==> src/rtl/irq_remap_validator.sv <==
module irq_remap_validator #(
  parameter int HANDLE_W    = 16,
  parameter int TBL_ENTRIES = 256
) (
  input  logic                clk,
  input  logic                rst_n,
  input  logic                req_valid,
  input  logic [15:0]         req_sid,
  input  logic [HANDLE_W-1:0] req_handle,
  output logic                req_ready,
  output logic                mem_rd_en,
  output logic [HANDLE_W-1:0] mem_rd_addr,
  input  logic                mem_rd_valid,
  input  logic [127:0]        mem_rd_data,
  output logic                int_valid,
  output logic [7:0]          int_vector,
  output logic [31:0]         int_dest,
  output logic                int_dest_mode,
  output logic                int_redir_hint,
  output logic                int_trig_mode,
  output logic [2:0]          int_dlv_mode,
  output logic                post_valid,
  output logic [7:0]          post_vector,
  input  logic                flt_clear,
  output logic                flt_valid,
  output logic                flt_overflow,
  output logic [15:0]         flt_sid,
  output logic [HANDLE_W-1:0] flt_handle,
  output logic [2:0]          flt_reason
);
  localparam logic [HANDLE_W:0] LIMIT = (HANDLE_W+1)'(TBL_ENTRIES);
  localparam logic [2:0] RSN_ABSENT = 3'd1, RSN_RANGE = 3'd2, RSN_SID = 3'd3, RSN_TYPE = 3'd4;

  logic                busy;
  logic [15:0]         cur_sid;
  logic [HANDLE_W-1:0] cur_hdl;

  wire accept   = req_valid && !busy;
  wire in_range = {1'b0, req_handle} < LIMIT;
  assign req_ready   = !busy;
  assign mem_rd_en   = accept && in_range;
  assign mem_rd_addr = req_handle;

  wire        e_present = mem_rd_data[0];
  wire        e_fpd     = mem_rd_data[1];
  wire        e_posted  = mem_rd_data[15];
  wire [15:0] e_sid     = mem_rd_data[79:64];
  wire [1:0]  e_sq      = mem_rd_data[81:80];
  wire [1:0]  e_svt     = mem_rd_data[83:82];

  logic [15:0] cmp_mask;
  always_comb begin
    case (e_sq)
      2'd1:    cmp_mask = 16'hFFFB;
      2'd2:    cmp_mask = 16'hFFF9;
      2'd3:    cmp_mask = 16'hFFF8;
      default: cmp_mask = 16'hFFFF;
    endcase
  end

  wire sid_ok = ((cur_sid ^ e_sid) & cmp_mask) == 16'h0;

  logic [2:0] ent_reason;
  always_comb begin
    if (!e_present)                 ent_reason = RSN_ABSENT;
    else if (e_svt == 2'd3)         ent_reason = RSN_TYPE;
    else if (e_svt == 2'd1 && !sid_ok) ent_reason = RSN_SID;
    else                            ent_reason = 3'd0;
  end

  wire resolve = busy && mem_rd_valid;
  wire deliver = resolve && ent_reason == 3'd0;
  wire flt_evt = (accept && !in_range) || (resolve && ent_reason != 3'd0 && !e_fpd);

  always_ff @(posedge clk or negedge rst_n) begin
    if (!rst_n) begin
      busy           <= 1'b0;
      cur_sid        <= '0;
      cur_hdl        <= '0;
      int_valid      <= 1'b0;
      post_valid     <= 1'b0;
      int_vector     <= '0;
      int_dest       <= '0;
      int_dest_mode  <= 1'b0;
      int_redir_hint <= 1'b0;
      int_trig_mode  <= 1'b0;
      int_dlv_mode   <= '0;
      post_vector    <= '0;
      flt_valid      <= 1'b0;
      flt_overflow   <= 1'b0;
      flt_sid        <= '0;
      flt_handle     <= '0;
      flt_reason     <= '0;
    end else begin
      int_valid  <= deliver && !e_posted;
      post_valid <= deliver && e_posted;
      if (mem_rd_en) begin
        busy    <= 1'b1;
        cur_sid <= req_sid;
        cur_hdl <= req_handle;
      end else if (resolve) begin
        busy <= 1'b0;
      end
      if (deliver) begin
        int_vector     <= mem_rd_data[23:16];
        int_dest       <= mem_rd_data[63:32];
        int_dest_mode  <= mem_rd_data[2];
        int_redir_hint <= mem_rd_data[3];
        int_trig_mode  <= mem_rd_data[4];
        int_dlv_mode   <= mem_rd_data[7:5];
        post_vector    <= mem_rd_data[23:16];
      end
      if (flt_evt) begin
        if (flt_valid && !flt_clear) begin
          flt_overflow <= 1'b1;
        end else begin
          flt_valid    <= 1'b1;
          flt_overflow <= 1'b0;
          flt_sid      <= resolve ? cur_sid : req_sid;
          flt_handle   <= resolve ? cur_hdl : req_handle;
          flt_reason   <= resolve ? ent_reason : RSN_RANGE;
        end
      end else if (flt_clear) begin
        flt_valid    <= 1'b0;
        flt_overflow <= 1'b0;
      end
    end
  end
endmodule

==> config.mk <==
export PLATFORM = sky130hd
export DESIGN_NAME = irq_remap_validator
export DESIGN_NICKNAME = d
export VERILOG_FILES = /design/src/rtl/irq_remap_validator.sv
export SDC_FILE = /design/constraint.sdc
export NUM_CORES = 1
export LEC_CHECK = 0
export ABC_AREA = 1
export BUFFER_PORTS_ARGS = -buffer_cell sky130_fd_sc_hd__buf_2
export CORE_MARGIN = 8
export CORE_UTILIZATION = 25
export DETAILED_ROUTE_END_ITERATION = 7
export HOLD_SLACK_MARGIN = 0.15
export PLACE_DENSITY = 0.57
export SYNTH_ARGS = -nofsm -noshare
export SYNTH_HDL_FRONTEND = slang
export SYNTH_SLANG_ARGS = --single-unit
==> constraint.sdc <==
create_clock -name clk -period 1.6 [get_ports clk]
set_input_delay 0.32 -clock clk [delete_from_list [all_inputs] [get_ports clk]]
set_output_delay 0.32 -clock clk [all_outputs]
set_load 0.03 [all_outputs]
==> flow_metrics.py, run 1 <==
metrics = {
    "synth": {
        "seq_area_frac_synth_pct": 53.51,
        "synth_top_cell_by_area": "dfrtp_1",
        "avgSynthCellArea_um2": 8.411,
        "yosys-top-cells-area": "dfrtp_1, nand2_1, inv_1",
        "synth.distinct_cells": 27,
        "synth_edf_count": 0,
        "synth_warnings": 0,
        "synth_seq_cells": 118,
        "synth.most_common_cell": "nand2_1",
        "netlist.area_leader.share_pct": 53.51,
        "syn_inst": 656,
        "syn-cell-area_um2": 5518,
        "ys.flop_type": "dfrtp_1",
        "syn-num-nets": 821,
        "ys_async_sr_fraction_pct": 100.0,
        "synth_commonest_cells": "nand2_1, dfrtp_1, inv_1, o21ai_0, nand3_1",
    },
    "status": {
        "status": "finished, violations left",
        "failed_checks": "negative setup slack",
    },
    "worst_setup_path": {
        "cp.buffers_inverters": 4,
        "cpMostUsedCell": "nand2_4",
        "crit_family": "simple AND/OR/NAND/NOR gates",
        "crit_slowest_cell": "dfrtp_1",
        "rr_endpoint": "flt_handle[5]$_DFFE_PN0P_",
        "crit_path_cell_trace": "inv_2, nand2_2, nand3_2, nand2_2, inv_1, nand2_1, nor2_2, nand2_4, nand2_4, nand3_4, nand2_4, nand2_8, buf_12, clkbuf_16, nand3_2, nand2_1",
        "crit_path_end_kind": "flip-flop",
        "slowest_delay_ns": 0.39,
        "crit_arrival_ns": 2.21,
        "rr_startpoint": "cur_sid[1]$_DFFE_PN0P_",
        "cp-start-kind": "flip-flop",
        "cp.required_ns": 1.89,
        "r2r_cells": 16,
        "path_max_fanout": 8,
        "r2r_slack_ns": -0.32,
        "setup.worst_path.class": "reg2reg",
    },
    "routing": {
        "antenna_left": 0,
        "dr.pass1.iters": 6,
        "drt-wirelength-per-cell_um": 16.27,
        "num_vias": 5282,
        "wirelength_um": 20140,
        "drc": 0,
        "drt-initial-drc-count": 204,
        "via_per_inst": 4.267,
    },
    "final_layout": {
        "n_antenna_cell": 0,
        "multi_input_area_um2": 2352,
        "finalNetCount": 1110,
        "area_delta_synth_final_pct": 60.70,
        "drive_gt1_share_pct": 42.90,
        "final-seq-area_um2": 2953,
        "fin_cells": 1238,
        "num-fill-cells": 2173,
    },
    "die": {
        "io_pins": 276,
        "start_util_pct": 25.36,
        "core-area_um2": 21760,
        "die_h_um": 164.6,
        "die_width_um": 164.6,
        "rows": 54,
        "die_area_um2": 27080,
    },
    "timing": {
        "timing.hold.ws_ns": 0.1620,
        "worst_pin_slew_ns": 0.7377,
        "slew_headroom_pct": 50.64,
        "finClkSkew_ns": 0.01234,
        "clock.fmax_ghz": 0.5218,
        "setup_tns_ns": -23.60,
        "setup_viol": 85,
        "fin_crit_sh_pct": 119.8,
        "setup_ws_ns": -0.3164,
        "period_minus_slack_ns": 1.916,
        "hold_viol": 0,
        "finalMaxSlewViolations": 0,
        "rsz0062_at_grt": "true",
    },
    "power_and_ir_drop": {
        "switching_share_pct": 30.17,
        "p_seq_share_pct": 37.8,
        "intPower_mw": 6.274,
        "ir_worst_vdd_mv": 0.5607,
        "power_leakage_nw": 4.813,
        "combPwrFrac_pct": 20.6,
        "clkPwrFrac_pct": 41.6,
        "power_density_nw_per_um2": 1013,
        "switchingPower_mw": 2.710,
    },
    "placement": {
        "place_congestion": 0.7904,
        "placedCellCount": 1132,
        "post-dp-hpwl_um": 12710,
        "post-place-ws_ns": -0.4995,
        "numPortBuffers": 216,
    },
    "worst_hold_path": {
        "min_from": "mem_rd_data[60]",
        "hp-class": "in2reg",
        "hold_end": "int_dest[28]$_DFFE_PN0P_",
        "min_path_cells": 3,
    },
    "grt": {
        "antenna_found_initial": 0,
        "grtUsageTotal_pct": 13.42,
        "grt_max_degree": 68,
        "grt_pass1_vias": 5216,
        "grt_pass1_wl_um": 28330,
        "overflow": 0,
    },
    "clocking": {
        "cts_buffer_depth": 2,
        "clk_pin_slew_worst_paths_ns": 0.06,
        "htreeDepth": 4,
        "cts_tree": "yes",
        "cts_root_buf": "clkbuf_16",
        "cts.sinks": 118,
        "cts_buffers": 17,
        "clock_latency_ns": 0.41,
    },
    "job": {
        "cap_violations": 0,
    },
}
-- cell families after synthesis --
logic type	share of synthesized area (%)
DFF	53.51
xor gates and xnor gates	1.587
buffers and inverters	13.42
AOI/OAI and AO/OA	10.95
and+or+nand+nor	20.52
-- cell usage in the layout, fill, tap and decap left out, drive strengths merged --
master and n:
buf 263, nand2 210, dfrtp 118, o21ai 104, inv 93, dlygate4sd3 49, nand3 43, clkbuf 29
nor2 24, xor2 9, clkinv 7, bufinv 2, xnor2 1, a21oi 1, nor4 1, nor3 1
nand3b 1, nand4 1, clkinvlp 1
-- registers in the layout (all words and copies together), names as in the netlist, 3 cells and up --
name,count
int_dest,32
cur_hdl,16
cur_sid,16
flt_handle,16
flt_sid,16
post_vector,8
flt_reason,3
int_dlv_mode,3
-- power groups by stage --
stage | clock network, mW | logic [mW] | registers [mW]
after floorplan | 0 | 0.527 | 3.80
after global placement | 0 | 1.53 | 3.43
after detailed placement | 0 | 1.55 | 3.43
after CTS | 3.86 | 1.71 | 3.38
after global routing | 3.97 | 2.01 | 3.43
final | 3.74 | 1.85 | 3.40
-- final cells by class --
class                   instances  share of cell area, %
clock inverters                 9                  1.143
well taps                     280                  3.951
clock buffers                  23                  5.277
flip-flops and latches        118                  33.30
inverters                      94                  3.993
repair buffers                318                  25.81
multi-input cells             396                  26.53
-- stage by stage --
stage          util (%)  instance area [um^2]  power (mW)
2_1_floorplan         -                  5524       4.330
3_3_place_gp      31.91                  6942       4.959
3_5_place_dp      31.91                  6942       4.972
4_1_cts           37.74                  8210       8.948
5_1_grt           40.76                  8867       9.413
6_report          40.76                  8867       8.984
-- worst max path at each step --
stage,from,endpoint,slack (ns),cells after the start
floorplan,req_handle[10],mem_rd_en,0.02,6
global placement,mem_rd_data[74],post_vector[0]$_DFFE_PN0P_,-0.49,11
detailed placement,mem_rd_data[74],int_dest[28]$_DFFE_PN0P_,-0.50,11
CTS,cur_sid[11]$_DFFE_PN0P_,flt_reason[0]$_DFFE_PN0P_,-0.29,13
global route,cur_sid[1]$_DFFE_PN0P_,flt_handle[3]$_DFFE_PN0P_,-0.43,16
finish,cur_sid[1]$_DFFE_PN0P_,flt_handle[5]$_DFFE_PN0P_,-0.32,16
-- layer usage --
| layer | global-route usage (%) | up-vias | wire (um) |
|---|---|---|---|
| met3 | 4.611 | 15 | 1749 |
| met4 | 3.481 | 0 | 179 |
| li1 | - | 2610 | - |
| met1 | 18.01 | 2458 | 9146 |
| met2 | 20.25 | 199 | 9067 |
| met5 | 0 | - | 0 |
-- worst min-delay path: stages --
cell	delay, ns
buf_2	0.09
inv_1	0.06
o21ai_2	0.06
-- what timing repair did --
| item | in CTS | in global routing |
|---|---|---|
| resized for setup | 21 | 95 |
| endpoints found under the hold margin | 167 | 0 |
| setup buffers | 7 | 4 |
| hold buffers | 49 | 0 |
| cloned | 2 | 13 |
| pin swaps | 6 | 29 |
| endpoints found under the setup margin | 86 | 86 |
Note: power is estimated with default switching activity, not from simulation.
==> run 2: changes to the inputs <==
--- a/config.mk
+++ b/config.mk
@@ -7,7 +7,7 @@
 export LEC_CHECK = 0
 export ABC_AREA = 1
 export BUFFER_PORTS_ARGS = -buffer_cell sky130_fd_sc_hd__buf_2
-export CORE_MARGIN = 8
+export CORE_MARGIN = 10
 export CORE_UTILIZATION = 25
 export DETAILED_ROUTE_END_ITERATION = 7
 export HOLD_SLACK_MARGIN = 0.15
==> flow_metrics.py, run 2 (synthesis gave the netlist of run 1 again) <==
metrics = {
    "status": {
        "status": "finished, violations left",
        "failed_checks": "negative setup slack",
    },
    "clocking": {
        "cts_root_buf": "clkbuf_16",
        "cts_tree": "yes",
        "htreeDepth": 4,
        "cts_buffer_depth": 2,
        "cts_buffers": 17,
        "cts.sinks": 118,
        "clk_pin_slew_worst_paths_ns": 0.06,
        "clock_latency_ns": 0.41,
    },
    "worst_setup_path": {
        "rr_endpoint": "post_vector[0]$_DFFE_PN0P_",
        "r2r_cells": 11,
        "crit_arrival_ns": 2.16,
        "cp-start-kind": "flip-flop",
        "path_max_fanout": 10,
        "crit_path_end_kind": "flip-flop",
        "cp.required_ns": 1.89,
        "r2r_slack_ns": -0.27,
        "setup.worst_path.class": "reg2reg",
        "rr_startpoint": "cur_sid[11]$_DFFE_PN0P_",
    },
    "power_and_ir_drop": {
        "power_density_nw_per_um2": 1034,
        "switching_share_pct": 30.10,
        "switchingPower_mw": 2.774,
        "ir_worst_vdd_mv": 0.5575,
        "intPower_mw": 6.441,
        "p_seq_share_pct": 37.1,
        "clkPwrFrac_pct": 43.2,
        "power_leakage_nw": 4.874,
        "combPwrFrac_pct": 19.7,
    },
    "grt": {
        "grt_pass1_vias": 5356,
        "grt_max_degree": 42,
        "overflow": 0,
        "antenna_found_initial": 0,
        "grt_pass1_wl_um": 29750,
        "grtUsageTotal_pct": 13.00,
    },
    "final_layout": {
        "area_delta_synth_final_pct": 61.54,
        "num-fill-cells": 2129,
        "final_cell_area_um2": 8914,
        "final-seq-area_um2": 2953,
        "drive_gt1_share_pct": 44.35,
        "multi_input_area_um2": 2190,
        "finalNetCount": 1117,
        "mostFrequentLayoutCells": "buf_2, nand2_1, dfrtp_1",
        "n_antenna_cell": 0,
        "final_common_cell": "buf_2",
        "regMostFlops": "int_dest",
        "largest_reg_flops": 32,
    },
    "job": {
        "cap_violations": 0,
    },
    "timing": {
        "timing.hold.ws_ns": 0.1698,
        "setup_ws_ns": -0.2709,
        "period_minus_slack_ns": 1.871,
        "finClkSkew_ns": 0.01027,
        "clock.fmax_ghz": 0.5345,
        "rsz0062_at_grt": "true",
        "slew_headroom_pct": 72.21,
        "worst_pin_slew_ns": 0.4169,
        "finalMaxSlewViolations": 0,
        "fin_crit_sh_pct": 116.9,
        "hold_viol": 0,
        "setup_viol": 94,
    },
    "die": {
        "io_pins": 276,
        "die_h_um": 168.6,
        "die_width_um": 168.6,
        "die_area_um2": 28410,
        "start_util_pct": 25.36,
        "rows": 54,
        "core-area_um2": 21760,
    },
    "routing": {
        "drt-initial-drc-count": 343,
        "via_per_inst": 4.218,
        "dr.pass1.iters": 5,
        "num_vias": 5251,
        "antenna_left": 0,
        "wirelength_um": 19620,
        "drt-wirelength-per-cell_um": 15.76,
        "drc": 0,
    },
    "worst_hold_path": {
        "min_path_cells": 3,
        "hold_end": "post_vector[1]$_DFFE_PN0P_",
        "hp-class": "in2reg",
        "min_from": "mem_rd_data[17]",
    },
    "placement": {
        "post-place-ws_ns": -0.3985,
        "place_congestion": 0.7695,
        "numPortBuffers": 216,
        "place_area_um2": 7014,
        "post-dp-hpwl_um": 13360,
    },
}
==> run 2: cell count changes in the layout (fill, tap and decap cells not counted), moves of 2 or more <==
| cell | delta |
|---|---|
| o21ai_1 | -7 |
| clkinv_2 | -2 |
| nand2_2 | +29 |
| nand3_2 | -14 |
| nand2_8 | -7 |
| buf_8 | +2 |
| nand3_4 | -3 |
| nand2_1 | -27 |
| nand3_1 | +17 |
| inv_6 | +3 |
| dlygate4sd3_1 | +10 |
| o21ai_2 | +6 |
| clkinv_4 | +4 |
| clkbuf_1 | -4 |
==> run 2: critical path, stage by stage, from the launching register on <==
cell and delay [ns]:
dfrtp_1 0.40, xor2_1 0.15, nor2_1 0.11, nand2_1 0.11
nor2_4 0.15, nand2_2 0.09, a21oi_4 0.17, nand3_4 0.09
buf_12 0.17, clkbuf_16 0.18, nand2_1 0.06, o21ai_1 0.06
==> run 2: worst max path at each step <==
stage | end | cells past startpoint | slack, ns | startpoint
2_1_floorplan | mem_rd_en | 6 | 0.02 | req_handle[10]
3_3_place_gp | int_dest[12]$_DFFE_PN0P_ | 11 | -0.41 | mem_rd_data[74]
3_5_place_dp | post_vector[0]$_DFFE_PN0P_ | 11 | -0.40 | mem_rd_data[74]
4_1_cts | flt_sid[10]$_DFFE_PN0P_ | 13 | -0.27 | cur_sid[15]$_DFFE_PN0P_
5_1_grt | post_vector[0]$_DFFE_PN0P_ | 11 | -0.39 | cur_sid[11]$_DFFE_PN0P_
6_report | post_vector[0]$_DFFE_PN0P_ | 11 | -0.27 | cur_sid[11]$_DFFE_PN0P_
==> run 2: routing by layer <==
metal  vias to the layer above  global-route usage (%)  share of wire [%]
li1                       2601                       -                  -
met1                      2429                   16.90                 47
met2                       209                   19.35                 44
met3                        12                   5.396                8.4
met4                         0                   3.747               0.73
met5                         -                       0                  0
==> run 2: final cells by class <==
type                    count  area share [%]
well taps                 280           3.930
clock inverters            14           1.965
flip-flops and latches    118           33.13
multi-input cells         390           24.56
clock buffers              18           4.927
inverters                  94           3.972
repair buffers            331           27.51
==> run 2: power by group through the flow <==
stage	logic (mW)	registers [mW]	clock network, mW
2_1_floorplan	0.527	3.80	0
3_3_place_gp	1.55	3.44	0
3_5_place_dp	1.57	3.43	0
4_1_cts	1.75	3.38	4.13
5_1_grt	1.99	3.44	4.24
6_report	1.82	3.42	3.98
==> run 2: repair_timing <==
item / CTS / global route
buffers inserted: 7 / 3
setup endpoints to repair: 86 / 95
hold buffers: 58 / 1
hold endpoints to repair: 77 / 1
resized for setup: 29 / 95
pin swaps: 16 / 20
gates cloned: 2 / 9
==> run 2: per-stage QoR <==
stage	TNS (ns)	instances	power [mW]	util [%]
finish	-19.42	1245	9.215	40.97
global route	-30.60	1245	9.669	40.97
CTS	-19.59	1233	9.254	38.64
detailed placement	-31.59	1135	5.005	32.24
global placement	-33.03	1135	4.989	32.24
floorplan	0	656	4.330	-
==> run 3: changes to the inputs <==
--- a/config.mk
+++ b/config.mk
@@ -9,6 +9,7 @@
 export BUFFER_PORTS_ARGS = -buffer_cell sky130_fd_sc_hd__buf_2
 export CORE_MARGIN = 10
 export CORE_UTILIZATION = 25
+export CTS_BUF_LIST = sky130_fd_sc_hd__clkbuf_8
 export DETAILED_ROUTE_END_ITERATION = 7
 export HOLD_SLACK_MARGIN = 0.15
 export PLACE_DENSITY = 0.57
==> constraint.sdc (replaced) <==
create_clock -name clk -period 1.7 [get_ports clk]
set_input_delay 0.34 -clock clk [delete_from_list [all_inputs] [get_ports clk]]
set_output_delay 0.34 -clock clk [all_outputs]
set_load 0.03 [all_outputs]
==> flow_metrics.py, run 3 (synthesis gave the netlist of run 1 again) <==
metrics = {
    "worst_setup_path": {
        "rr_endpoint": "flt_handle[11]$_DFFE_PN0P_",
        "cp.required_ns": 2.02,
        "crit_family": "simple AND/OR/NAND/NOR gates",
        "r2r_cells": 13,
        "setup.worst_path.class": "reg2reg",
        "slowest_delay_ns": 0.42,
        "path_max_fanout": 6,
        "crit_arrival_ns": 2.21,
        "crit_path_end_kind": "flip-flop",
        "crit_path_cell_trace": "xnor2_2, nand2_1, inv_1, nand2_2, nor2_4, nand2_2, nand2_2, nand3_4, nand2_8, nand2_8, clkbuf_16, nand3_1, nand2_1",
        "crit_slowest_cell": "dfrtp_1",
        "rr_startpoint": "cur_sid[3]$_DFFE_PN0P_",
        "cpMostUsedCell": "nand2_2",
        "r2r_slack_ns": -0.19,
        "cp-start-kind": "flip-flop",
        "cp.buffers_inverters": 2,
    },
    "worst_hold_path": {
        "hold_end": "post_vector[0]$_DFFE_PN0P_",
        "min_path_cells": 3,
        "hp-class": "in2reg",
        "min_from": "mem_rd_data[16]",
    },
    "final_layout": {
        "multi_input_area_um2": 2157,
        "final_core_util_pct": 38.37,
        "final_common_cell": "buf_2",
        "mostFrequentLayoutCells": "buf_2, nand2_1, dfrtp_1",
        "area_delta_synth_final_pct": 51.29,
        "final-seq-area_um2": 2953,
        "drive_gt1_share_pct": 38.21,
        "num-fill-cells": 2201,
        "regMostFlops": "int_dest",
        "finalNetCount": 1102,
        "largest_reg_flops": 32,
    },
    "routing": {
        "drt-wirelength-per-cell_um": 15.54,
        "via_per_inst": 4.224,
        "wirelength_um": 19130,
        "antenna_left": 0,
        "drc": 0,
        "num_vias": 5200,
        "dr.pass1.iters": 5,
        "drt-initial-drc-count": 229,
    },
    "grt": {
        "grt_max_degree": 42,
        "grt_pass1_vias": 5342,
        "antenna_found_initial": 1,
        "overflow": 0,
        "grt_pass1_wl_um": 29410,
        "grtUsageTotal_pct": 12.90,
    },
    "power_and_ir_drop": {
        "switchingPower_mw": 2.408,
        "clkPwrFrac_pct": 36.5,
        "totalPowerFinal_mw": 7.597,
        "switching_share_pct": 31.70,
        "combPwrFrac_pct": 21.7,
        "power_density_nw_per_um2": 910.0,
        "power_leakage_nw": 4.578,
        "ir_worst_vdd_mv": 0.3926,
        "p_seq_share_pct": 41.8,
        "intPower_mw": 5.188,
    },
    "placement": {
        "post-dp-hpwl_um": 13000,
        "place_congestion": 0.7789,
        "post-place-ws_ns": -0.4163,
        "numPortBuffers": 216,
    },
    "die": {
        "start_util_pct": 25.36,
        "die_h_um": 168.6,
        "io_pins": 276,
        "die_area_um2": 28410,
        "core-area_um2": 21760,
        "die_width_um": 168.6,
        "rows": 54,
    },
    "clocking": {
        "cts_tree": "yes",
        "clock_latency_ns": 0.43,
        "cts_root_buf": "clkbuf_8",
        "cts.sinks": 118,
        "cts_buffer_depth": 2,
        "htreeDepth": 4,
        "clk_pin_slew_worst_paths_ns": 0.08,
        "cts_buffers": 17,
    },
    "timing": {
        "hold_viol": 0,
        "fin_crit_sh_pct": 111.3,
        "slew_headroom_pct": 65.17,
        "timing.hold.ws_ns": 0.1846,
        "period_minus_slack_ns": 1.893,
        "clock.fmax_ghz": 0.5284,
        "rsz0062_at_grt": "true",
        "finalMaxSlewViolations": 0,
        "setup_ws_ns": -0.1926,
        "worst_pin_slew_ns": 0.5209,
        "setup_viol": 85,
        "finClkSkew_ns": 0.01346,
    },
    "status": {
        "failed_checks": "negative setup slack",
        "status": "finished, violations left",
    },
    "job": {
        "cap_violations": 0,
    },
}
run 3: cell types whose count changed in the layout (fill, tap and decap cells not counted), sizes merged:
cell,delta
inv,-1
clkinvlp,+5
nand2,+3
buf,-14
diode,+1
clkbuf,-3
dlygate4sd3,+1
clkinv,-6
run 3: layout make-up:
type / count / area share [%]
clock buffer: 20 / 3.297
antenna: 1 / 0.02998
multi-input combinational: 393 / 25.84
tap: 280 / 4.197
sequential: 118 / 35.37
timing repair buffer: 313 / 25.22
clock inverter: 12 / 1.799
inverter: 94 / 4.242
run 3: how the worst max path moves through the flow:
stage | to | depth (start not counted) | start | slack [ns]
6_report | flt_handle[11]$_DFFE_PN0P_ | 13 | cur_sid[3]$_DFFE_PN0P_ | -0.19
5_1_grt | flt_handle[11]$_DFFE_PN0P_ | 13 | cur_sid[3]$_DFFE_PN0P_ | -0.32
4_1_cts | post_vector[0]$_DFFE_PN0P_ | 11 | cur_sid[3]$_DFFE_PN0P_ | -0.21
3_5_place_dp | flt_handle[14]$_DFFE_PN0P_ | 14 | mem_rd_data[67] | -0.42
3_3_place_gp | flt_reason[2]$_DFFE_PN0P_ | 14 | mem_rd_data[67] | -0.38
2_1_floorplan | mem_rd_en | 6 | req_handle[10] | 0.05
run 3: worst reg2reg max path, stage by stage, from the launching register on:
cell and delay [ns]:
dfrtp_1 0.42, xnor2_2 0.21, nand2_1 0.07, inv_1 0.07
nand2_2 0.06, nor2_4 0.13, nand2_2 0.10, nand2_2 0.09
nand3_4 0.10, nand2_8 0.12, nand2_8 0.10, clkbuf_16 0.20
nand3_1 0.07, nand2_1 0.05
run 3: metrics by stage:
stage | setup TNS (ns) | cells | area [um^2]
after floorplan | 0 | 656 | 5520
after global placement | -28.57 | 1128 | 6874
after detailed placement | -31.33 | 1128 | 6874
after CTS | -14.00 | 1226 | 8093
after global routing | -23.69 | 1231 | 8348
final | -11.04 | 1231 | 8348
run 3: metal layers:
metal | vias up | GRT usage (%) | wire length [um]
li1 | 2579 | - | -
met1 | 2417 | 16.02 | 8756
met2 | 191 | 20.53 | 8715
met3 | 13 | 4.724 | 1466
met4 | 0 | 3.785 | 187
met5 | - | 0 | 0
run 3: power groups by stage:
stage	Combinational (mW)	Clock, mW	Sequential, mW
floorplan	0.496	0	3.58
global placement	1.42	0	3.23
detailed placement	1.44	0	3.23
CTS	1.61	2.91	3.18
global route	1.80	3.00	3.21
finish	1.65	2.77	3.18
run 3: timing repair:
item	CTS	global route
endpoints found under the hold margin	117	0
gates resized for setup	25	39
setup buffers	3	0
hold buffers	60	0
pin swaps	4	24
setup endpoints to repair	86	86
cloned	3	4
